[src/rtl/tw_mem_pkg.sv]
package tw_mem_pkg;

  typedef enum logic [2:0] {
    ST_IDLE,
    ST_ADDR,
    ST_ADDR_ACK,
    ST_WDATA,
    ST_WACK,
    ST_RDATA,
    ST_RACK
  } tw_state_e;

  // Next write address: only the low page_bits bits count, the rest is kept.
  function automatic int unsigned page_next(int unsigned a, int unsigned page_bits);
    int unsigned mask;
    mask = (32'd1 << page_bits) - 32'd1;
    return (a & ~mask) | ((a + 32'd1) & mask);
  endfunction

  // Next read address: full counter wrapping at 2**addr_bits.
  function automatic int unsigned wrap_next(int unsigned a, int unsigned addr_bits);
    return (a + 32'd1) & ((32'd1 << addr_bits) - 32'd1);
  endfunction

endpackage

[src/rtl/tw_line_sync.sv]
module tw_line_sync #(
  parameter int STAGES = 2
) (
  input  logic clk,
  input  logic rst_n,
  input  logic d_i,
  output logic q_o,
  output logic q_prev_o
);
  logic [STAGES-1:0] chain;
  logic              prev;

  always_ff @(posedge clk or negedge rst_n) begin
    if (!rst_n) begin
      chain <= '1;
      prev  <= 1'b1;
    end else begin
      chain <= {chain[STAGES-2:0], d_i};
      prev  <= chain[STAGES-1];
    end
  end

  assign q_o      = chain[STAGES-1];
  assign q_prev_o = prev;
endmodule

[src/rtl/tw_byte_store.sv]
module tw_byte_store #(
  parameter int ADDR_W = 7,
  parameter int DATA_W = 8
) (
  input  logic              clk,
  input  logic              rst_n,
  input  logic              we_i,
  input  logic [ADDR_W-1:0] waddr_i,
  input  logic [DATA_W-1:0] wdata_i,
  input  logic [ADDR_W-1:0] raddr_i,
  output logic [DATA_W-1:0] rdata_o
);
  localparam int DEPTH = 1 << ADDR_W;

  logic [DATA_W-1:0] cells [DEPTH];

  for (genvar g = 0; g < DEPTH; g++) begin : g_cell
    always_ff @(posedge clk or negedge rst_n) begin
      if (!rst_n)
        cells[g] <= '1;
      else if (we_i && (waddr_i == ADDR_W'(g)))
        cells[g] <= wdata_i;
    end
  end

  assign rdata_o = cells[raddr_i];
endmodule

[src/rtl/tw_mem_slave.sv]
module tw_mem_slave
  import tw_mem_pkg::*;
#(
  parameter int ADDR_W    = 7,
  parameter int DATA_W    = 8,
  parameter int PAGE_BITS = 2,
  parameter int SYNC_STG  = 2
) (
  input  logic              clk,
  input  logic              rst_n,
  input  logic              scl_i,
  input  logic              sda_i,
  output logic              sda_oe_o,
  input  logic              wc_i,
  input  logic              busy_i,
  output logic              wr_stb_o,
  output logic [ADDR_W-1:0] wr_addr_o,
  output logic [DATA_W-1:0] wr_data_o,
  output logic              commit_o,
  input  logic              pgm_we_i,
  input  logic [ADDR_W-1:0] pgm_addr_i,
  input  logic [DATA_W-1:0] pgm_data_i
);
  localparam int CNT_W = $clog2(DATA_W + 1);
  localparam logic [CNT_W-1:0] CNT_FULL = CNT_W'(DATA_W);
  localparam logic [CNT_W-1:0] CNT_LAST = CNT_W'(DATA_W - 1);

  // synchronised bus lines
  logic scl_s, scl_p, sda_s, sda_p;

  tw_line_sync #(.STAGES(SYNC_STG)) u_scl_sync (
    .clk(clk), .rst_n(rst_n), .d_i(scl_i), .q_o(scl_s), .q_prev_o(scl_p));
  tw_line_sync #(.STAGES(SYNC_STG)) u_sda_sync (
    .clk(clk), .rst_n(rst_n), .d_i(sda_i), .q_o(sda_s), .q_prev_o(sda_p));

  // named bus events
  logic scl_rise_w, scl_fall_w, start_w, stop_w;
  assign scl_rise_w = scl_s & ~scl_p;
  assign scl_fall_w = ~scl_s & scl_p;
  assign start_w    = scl_s & scl_p & sda_p & ~sda_s;
  assign stop_w     = scl_s & scl_p & ~sda_p & sda_s;

  tw_state_e         state;
  logic [CNT_W-1:0]  bit_cnt;
  logic [DATA_W-1:0] shreg;
  logic [ADDR_W-1:0] cur_addr;
  logic              rw_read;
  logic              wc_block;
  logic              mst_ack;
  logic              got_data;

  logic [ADDR_W-1:0] rd_next_w, wr_next_w, rd_sel_w;
  logic [DATA_W-1:0] rd_data_w;

  assign rd_next_w = ADDR_W'(wrap_next(32'(cur_addr), ADDR_W));
  assign wr_next_w = ADDR_W'(page_next(32'(cur_addr), PAGE_BITS));
  assign rd_sel_w  = (state == ST_RACK) ? rd_next_w : cur_addr;

  tw_byte_store #(.ADDR_W(ADDR_W), .DATA_W(DATA_W)) u_store (
    .clk(clk), .rst_n(rst_n),
    .we_i(pgm_we_i), .waddr_i(pgm_addr_i), .wdata_i(pgm_data_i),
    .raddr_i(rd_sel_w), .rdata_o(rd_data_w));

  logic in_write_w;
  assign in_write_w = (state == ST_WDATA) || (state == ST_WACK);

  always_ff @(posedge clk or negedge rst_n) begin
    if (!rst_n) begin
      state     <= ST_IDLE;
      bit_cnt   <= '0;
      shreg     <= '0;
      cur_addr  <= '0;
      rw_read   <= 1'b0;
      wc_block  <= 1'b0;
      mst_ack   <= 1'b0;
      got_data  <= 1'b0;
      sda_oe_o  <= 1'b0;
      wr_stb_o  <= 1'b0;
      wr_addr_o <= '0;
      wr_data_o <= '0;
      commit_o  <= 1'b0;
    end else begin
      wr_stb_o <= 1'b0;
      commit_o <= 1'b0;
      if (busy_i) begin
        state    <= ST_IDLE;
        sda_oe_o <= 1'b0;
        got_data <= 1'b0;
      end else if (stop_w) begin
        if (in_write_w && got_data && !wc_block)
          commit_o <= 1'b1;
        state    <= ST_IDLE;
        sda_oe_o <= 1'b0;
        got_data <= 1'b0;
      end else if (start_w) begin
        state    <= ST_ADDR;
        bit_cnt  <= '0;
        wc_block <= wc_i;
        sda_oe_o <= 1'b0;
        got_data <= 1'b0;
      end else begin
        unique case (state)
          ST_IDLE: ;
          ST_ADDR: begin
            wc_block <= wc_block | wc_i;
            if (scl_rise_w) begin
              shreg   <= {shreg[DATA_W-2:0], sda_s};
              bit_cnt <= bit_cnt + 1'b1;
            end else if (scl_fall_w && bit_cnt == CNT_FULL) begin
              cur_addr <= shreg[DATA_W-1 -: ADDR_W];
              rw_read  <= shreg[0];
              sda_oe_o <= 1'b1;
              state    <= ST_ADDR_ACK;
            end
          end
          ST_ADDR_ACK: begin
            if (scl_fall_w) begin
              bit_cnt <= '0;
              if (rw_read) begin
                shreg    <= rd_data_w;
                sda_oe_o <= ~rd_data_w[DATA_W-1];
                state    <= ST_RDATA;
              end else begin
                sda_oe_o <= 1'b0;
                state    <= ST_WDATA;
              end
            end
          end
          ST_WDATA: begin
            if (scl_rise_w) begin
              shreg   <= {shreg[DATA_W-2:0], sda_s};
              bit_cnt <= bit_cnt + 1'b1;
            end else if (scl_fall_w && bit_cnt == CNT_FULL) begin
              if (!wc_block) begin
                sda_oe_o  <= 1'b1;
                wr_stb_o  <= 1'b1;
                wr_addr_o <= cur_addr;
                wr_data_o <= shreg;
                cur_addr  <= wr_next_w;
                got_data  <= 1'b1;
              end
              state <= ST_WACK;
            end
          end
          ST_WACK: begin
            if (scl_fall_w) begin
              sda_oe_o <= 1'b0;
              bit_cnt  <= '0;
              state    <= ST_WDATA;
            end
          end
          ST_RDATA: begin
            if (scl_fall_w) begin
              if (bit_cnt == CNT_LAST) begin
                sda_oe_o <= 1'b0;
                bit_cnt  <= '0;
                state    <= ST_RACK;
              end else begin
                shreg    <= {shreg[DATA_W-2:0], 1'b0};
                sda_oe_o <= ~shreg[DATA_W-2];
                bit_cnt  <= bit_cnt + 1'b1;
              end
            end
          end
          ST_RACK: begin
            if (scl_rise_w)
              mst_ack <= ~sda_s;
            else if (scl_fall_w) begin
              if (mst_ack) begin
                cur_addr <= rd_next_w;
                shreg    <= rd_data_w;
                sda_oe_o <= ~rd_data_w[DATA_W-1];
                bit_cnt  <= '0;
                state    <= ST_RDATA;
              end else begin
                state <= ST_IDLE;
              end
            end
          end
          default: state <= ST_IDLE;
        endcase
      end
    end
  end
endmodule

[config.mk]
export PLATFORM = sky130hd
export DESIGN_NAME = tw_mem_slave
export DESIGN_NICKNAME = d
export VERILOG_FILES = /design/src/rtl/tw_mem_pkg.sv /design/src/rtl/tw_line_sync.sv /design/src/rtl/tw_byte_store.sv /design/src/rtl/tw_mem_slave.sv
export SDC_FILE = /design/constraint.sdc
export NUM_CORES = 2
export LEC_CHECK = 0
export BUFFER_PORTS_ARGS = -buffer_cell sky130_fd_sc_hd__buf_2
export CAP_MARGIN = 10
export CORE_UTILIZATION = 35
export DETAILED_ROUTE_END_ITERATION = 16
export PLACE_DENSITY = 0.58
export SYNTH_ARGS = -nofsm -noshare
export SYNTH_HDL_FRONTEND = slang
export SYNTH_SLANG_ARGS = --single-unit
[constraint.sdc]
create_clock -name clk -period 3.7 [get_ports clk]
set_input_delay 0.185 -clock clk [delete_from_list [all_inputs] [get_ports clk]]
set_output_delay 0.185 -clock clk [all_outputs]
set_load 0.03 [all_outputs]
==> Word-level counts from Yosys, hierarchy flattened <==
Index checks and enable logic that the tools add are counted.
{ "word_totals": {"regBits": 1074, "input_bits": 22, "wordCells": 572} }
{ "classes": {"addsub": 2, "order_cmp": 1, "eq_ne": 169, "muxes": 80, "bitwise": 21, "reduce_logical": 154} }
{ "op_table": {"columns": ["op", "n"], "rows": [
  ["$eq 7x7->1 const B", 64],
  ["$eq 7x6->1 const B", 32],
  ["$logic_and 1x1->1", 131],
  ["$eq 7x5->1 const B", 16],
  ["$mux 8", 10],
  ["$mux 7", 9],
  ["$bmux 8 s7", 1],
  ["$eq 7x4->1 const B", 8],
  ["$ne 5x5->1 const B", 11],
  ["$mux 3", 15],
  ["$reduce_and 12->1", 3],
  ["$mux 1", 32],
  ["$mux 4", 8],
  ["$pmux 8 s4", 1],
  ["$eq 7x3->1 const B", 4],
  ["$ne 2x2->1 const B", 11],
  ["$pmux 3 s7", 1],
  ["$pmux 7 s3", 1],
  ["$pmux 4 s4", 1],
  ["$eq 7x2->1 const B", 2],
  ["$ne 3x3->1 const B", 4],
  ["$reduce_bool 4->1", 3],
  ["$not 1->1", 11],
  ["$reduce_and 11->1", 1],
  ["other kinds (34)", 47]
]} }

==> Logic depth before layout (Yosys ltp) <==
{ "logic_depth": {"depth_word": 14, "mapped_depth": 16, "depth_no_buf": 11} }

==> By module <==
Synthesis repeated with hierarchy kept, for this count alone.
{ "unflattened": {"cells_unflattened": 3049, "hier_area_um2": 50433.4} }
{ "modules_own_cells": {"columns": ["module", "n_inst", "cells_each", "area_each_um2"], "rows": [
  ["tw_byte_store", 1, 2774, 47683.2],
  ["tw_mem_slave", 1, 269, 2592.5],
  ["tw_line_sync", 2, 3, 78.8]
]} }

==> Least setup slack after synthesis <==
No wires, ideal clock.
{ "synth_timing": {"path_type": "register to register", "start": "register state[2]", "end": "register shreg[2]", "setup_time_ns": 0.088, "arrival_time_ns": 3.145, "t_required_ns": 3.612, "slack_ns": 0.467, "stages_incl_launch_ff": 16, "synth_period_minus_slack_ns": 3.233, "path_cell_list": "dfrtp_1 > buf_4 > nand3b_1 > buf_6 > inv_4 > clkbuf_1 > ha_1 > buf_2 > buf_2 > buf_2 > clkbuf_1 > clkbuf_1 > nand2_1 > a311oi_1 > nand3_1 > a41oi_1"} }
{ "synth_via": {"elab_chain_len": 10} }
{ "synth_lines": {"columns": ["element", "line_no", "text"], "rows": [
  ["start: declaration", "tw_mem_slave.sv:43", "tw_state_e state;"],
  ["start signal: assignment", "tw_mem_slave.sv:69", "state <= ST_IDLE;"],
  ["start signal: assignment", "tw_mem_slave.sv:86", "state <= ST_IDLE;"],
  ["start signal: assignment", "tw_mem_slave.sv:92", "state <= ST_IDLE;"],
  ["$eq 3x3->1", "tw_mem_slave.sv:57, tw_mem_slave.sv:102", null],
  ["$mux 7", "tw_mem_slave.sv:57", "assign rd_sel_w = (state == ST_RACK) ? rd_next_w : cur_addr;"],
  ["$not 7->8 (implied by the code)", "tw_byte_store.sv:26", "assign rdata_o = cells[raddr_i];"],
  ["$bmux 8 s7", "tw_byte_store.sv:26", null],
  ["$mux 8 (implied by the code) (2 in a row)", "tw_byte_store.sv:26", null],
  ["$mux 8", "tw_mem_slave.sv:169", "if (mst_ack) begin"],
  ["$mux 8", "tw_mem_slave.sv:168", "else if (scl_fall_w) begin"],
  ["$mux 8", "tw_mem_slave.sv:166", "if (scl_rise_w)"],
  ["$pmux 8 s4", "tw_mem_slave.sv:102", "unique case (state)"],
  ["end signal: assignment", "tw_mem_slave.sv:107", "shreg <= {shreg[DATA_W-2:0], sda_s};"],
  ["end signal: assignment", "tw_mem_slave.sv:120", "shreg <= rd_data_w;"],
  ["end signal: assignment", "tw_mem_slave.sv:171", "shreg <= rd_data_w;"],
  ["end: declaration", "tw_mem_slave.sv:45", "logic [DATA_W-1:0] shreg;"]
]} }
Parallel ways exist; a longest one is shown, timed or not. The select of a mux whose other input is x is not followed.
A chain may end at the register's enable or synchronous reset.

==> Worst setup path in the final report <==
{ "layout_timing": {"start": "register state[0]", "end": "register shreg[1]"} }
Same word-level chain as after synthesis.

==> run_results.csv <==
group,metric,value,unit
outcome,outcome,"finished, final reports clean",
synthesis,synth_largest_area_cell,"dfstp_2",
job,maxCapViolations,0,
detailed_routing,via_per_inst,5.57,
timing,rsz0062_at_grt,"true",
setup_path,crit_slowest_cell,"a2111oi_1",
clock_network,cts_made_buffers,116,
clock_network,cts_sinks,1074,
synthesis,async_flop_share,100,%
detailed_routing,ant_nets,0,
setup_path,cp_slowest_stage_delay,700,ps
detailed_routing,num_vias,34200,
timing,skew,33.9,ps
setup_path,startpoint_type,"flop",
pwr,p_leak,0.0231,uW
pwr,power.total,27900,uW
setup_path,crit_arrival,4220,ps
min_path,hold_path.class,"input port to flop",
setup_path,crit_required,4360,ps
clock_network,cts.clk_slew.worst_paths,60,ps
synthesis,yosys_warnings,0,
setup_path,cp_common_cell,"buf_4",
clock_network,cts_max_level,3,
floorplanning,die_h,386,microns
detailed_routing,highest_layer,"met5",
detailed_routing,dr_wl_met2,70300,microns
setup_path,cp-end-kind,"flop",
timing,fmax,280,MHz
synthesis,synth.most_common_cell,"dfstp_2",
placed_design,gp_congestion,0.921,
clock_network,clockBufferDepth,3,
global_route,antenna_found_initial,6,
timing,finalSetupTns,0,ps
timing,fin_crit_sh,96.4,%
placed_design,place_hpwl,105000,microns
clock_network,clock_latency,760,ps
floorplanning,core-area,146000,sq um
synthesis,synth_edf_count,0,
global_route,grt_pass1_vias,34600,
detailed_routing,drc,0,
synthesis,ys.flop_type,"dfstp_2",
placed_design,port_buffers,39,
finish,nets,4164,
floorplanning,die_w,386,microns
synthesis,synth_nets,4034,
timing,slew_viol_final,0,
placed_design,dp.cells,5929,
setup_path,worstSetupPathType,"flop to flop",
global_route,grt_max_degree,129,
global_route,grt-ovfl-total,0,
clock_network,cts_tree,"done",
finish,drive_above_1_share,63.1,%
floorplanning,io_pins,40,
timing,hold_viol,0,
finish,final_cells,6150,
synthesis,synth.area.top_cells,"dfstp_2 (52%), mux2_2 (22%), mux4_2 (4.8%), nand2_1 (4.2%), dfrtp_1 (2.1%)",
timing,worstMarginPinSlew,1260,ps
timing,setup_viol,0,
synthesis,synth_top_area_share,52.5,%
synthesis,syn_area_per_cell,12.9,sq um
detailed_routing,drt_iter0_markers,3086,
global_route,grt_pass1_wl,235000,microns
synthesis,syn-instance-count,4008,
floorplanning,rows,140,
floorplanning,start_util,35.3,%
setup_path,worstPathCellList,"nand3b_1 > buf_12 > a21o_4 > buf_12 > mux2i_1 > a2111oi_1 > buf_4 > a221oi_1 > a31oi_1 > buf_4 > o21ai_1 > buf_4 > a41oi_1",
detailed_routing,met3_length,9700,microns
clock_network,cts-root-buf,"clkbuf_16",
pwr,vdd_drop_max,356,uV
timing,min_period,3570,ps
synthesis,syn-cell-area,51600,sq um
synthesis,synthTopCellsByCount,"dfstp_2 (1030), mux2_2 (1023), nand2_1 (578), clkbuf_1 (190), nor2_1 (155)",
floorplanning,die_area,149000,sq um
synthesis,yosys.cell_types.count,82,
synthesis,seq_area_frac_synth,54.6,%
synthesis,synth-seq-cells,1074,
timing,slew_headroom,15.6,%
detailed_routing,drtPass1Iterations,6,
finish,syn_to_final_growth,14.9,%
detailed_routing,drt_wl_total,156000,microns
pwr,powerDensity,471,nW/um^2
detailed_routing,wl_per_cell,25.3,microns
setup_path,crit_fanout,36,
detailed_routing,wl_met1,70400,microns
global_route,grt_usage,21.0,%
==> metal layers <==
layer  global-route usage [%]  up-vias
li1                         -    14800
met2                     32.1     1114
met5                        0        -
met3                     3.51      291
met4                     6.97        4
met1                     30.0    18100
==> cells in the final DEF, fill, tap and decap left out, types with 11 or more instances in the layout <==
cell type  count
nor3_1        21
a32oi_1       31
nor2_1       151
dfstp_2     1030
clkinv_2      24
buf_2         30
and3_1        16
mux4_2       110
mux2i_1       70
buf_4        229
nand3_1      128
o22ai_1       17
dfrtp_1       44
clkbuf_16    118
nand2_1      578
a211oi_1      32
clkbuf_8      18
a311oi_1      11
inv_1         29
nand4_1       40
o21ai_0       40
clkbuf_1      34
a31oi_1       39
a2111oi_0     11
a21oi_1       85
mux2_2      1023
buf_12        33
==> repair_timing <==
| action | in CTS | in global routing |
|---|---|---|
| endpoints found under the hold margin | 51 | 0 |
| setup endpoints to repair | 0 | 6 |
| setup buffers | 0 | 0 |
| hold buffers | 8 | 0 |
| resized for setup | 0 | 5 |
==> metrics by stage <==
step                hold slack, ps  utilization (%)  setup slack, ps  cell area [sq um]
CTS                           14.9             40.6             68.8              59200
detailed placement             292             37.9              103              55300
global route                  58.7             40.6            -33.3              59200
floorplan                     -111                -              467              51600
finish                        48.1             40.6              133              59200
global placement               295             37.9             90.4              55300
==> worst max-delay path: cells and delay by family (launching register included) <==
| family | cells | cell delay [ps] |
|---|---|---|
| muxes | 1 | 150 |
| AOI/OAI and AO/OA | 6 | 1670 |
| DFF | 1 | 380 |
| buffers and inverters | 5 | 990 |
| and+or+nand+nor | 1 | 280 |
==> state kept, by name, indices dropped and copies added (netlist names), 2 cells and up <==
signal / flops
wr_data_o: 8
wr_addr_o: 7
u_scl_sync.chain: 2
bit_cnt: 4
cur_addr: 7
state: 3
u_store.cells: 1024
u_sda_sync.chain: 2
shreg: 8
==> final cells by class <==
cell class	count	area, sq um
inverters	32	123
diodes	1	2.50
well taps	1917	2400
multi-input cells	2613	22100
fillers	13600	86700
flip-flops and latches	1074	28200
clock inverters	42	473
clock buffers	170	3330
repair buffers	301	2630
==> final timing paths <==
kind / start / to / slack, ps / depth (start not counted)
worst min-delay path: pgm_data_i[2] / u_store.cells[106]$_DFFE_PN1P_ / 50 / 2
worst max register to register: state[0]$_DFFE_PN0P_ / shreg[1]$_DFFE_PN0P_ / 130 / 13
worst max-delay path: state[0]$_DFFE_PN0P_ / shreg[1]$_DFFE_PN0P_ / 130 / 13
max in group asynchronous: rst_n / u_store.cells[361]$_DFFE_PN1P_ / 2430 / 3
min in group asynchronous: rst_n / mst_ack$_DFFE_PN0P_ / 200 / 2
worst min register to register: u_scl_sync.chain[0]$_DFF_PN1_ / u_scl_sync.chain[1]$_DFF_PN1_ / 360 / 0
==> cell families (layout without fill, tap and decap cells) <==
kind of cell,after synthesis,count (layout),synth area share [%]
compound gates,385,385,5.22
xor+xnor,10,10,0.243
fa+ha+maj,4,4,0.0971
buf+inv,321,545,2.75
flops,1074,1074,54.6
mux,1206,1206,28.6
other cells,0,1,0
simple gates,1008,1008,8.48
==> report_power, final <==
group / switching (uW) / internal [uW]
logic: 1110 / 1080
clock network: 4880 / 6830
registers: 573 / 13400
Note: power is estimated with default switching activity, not from simulation.
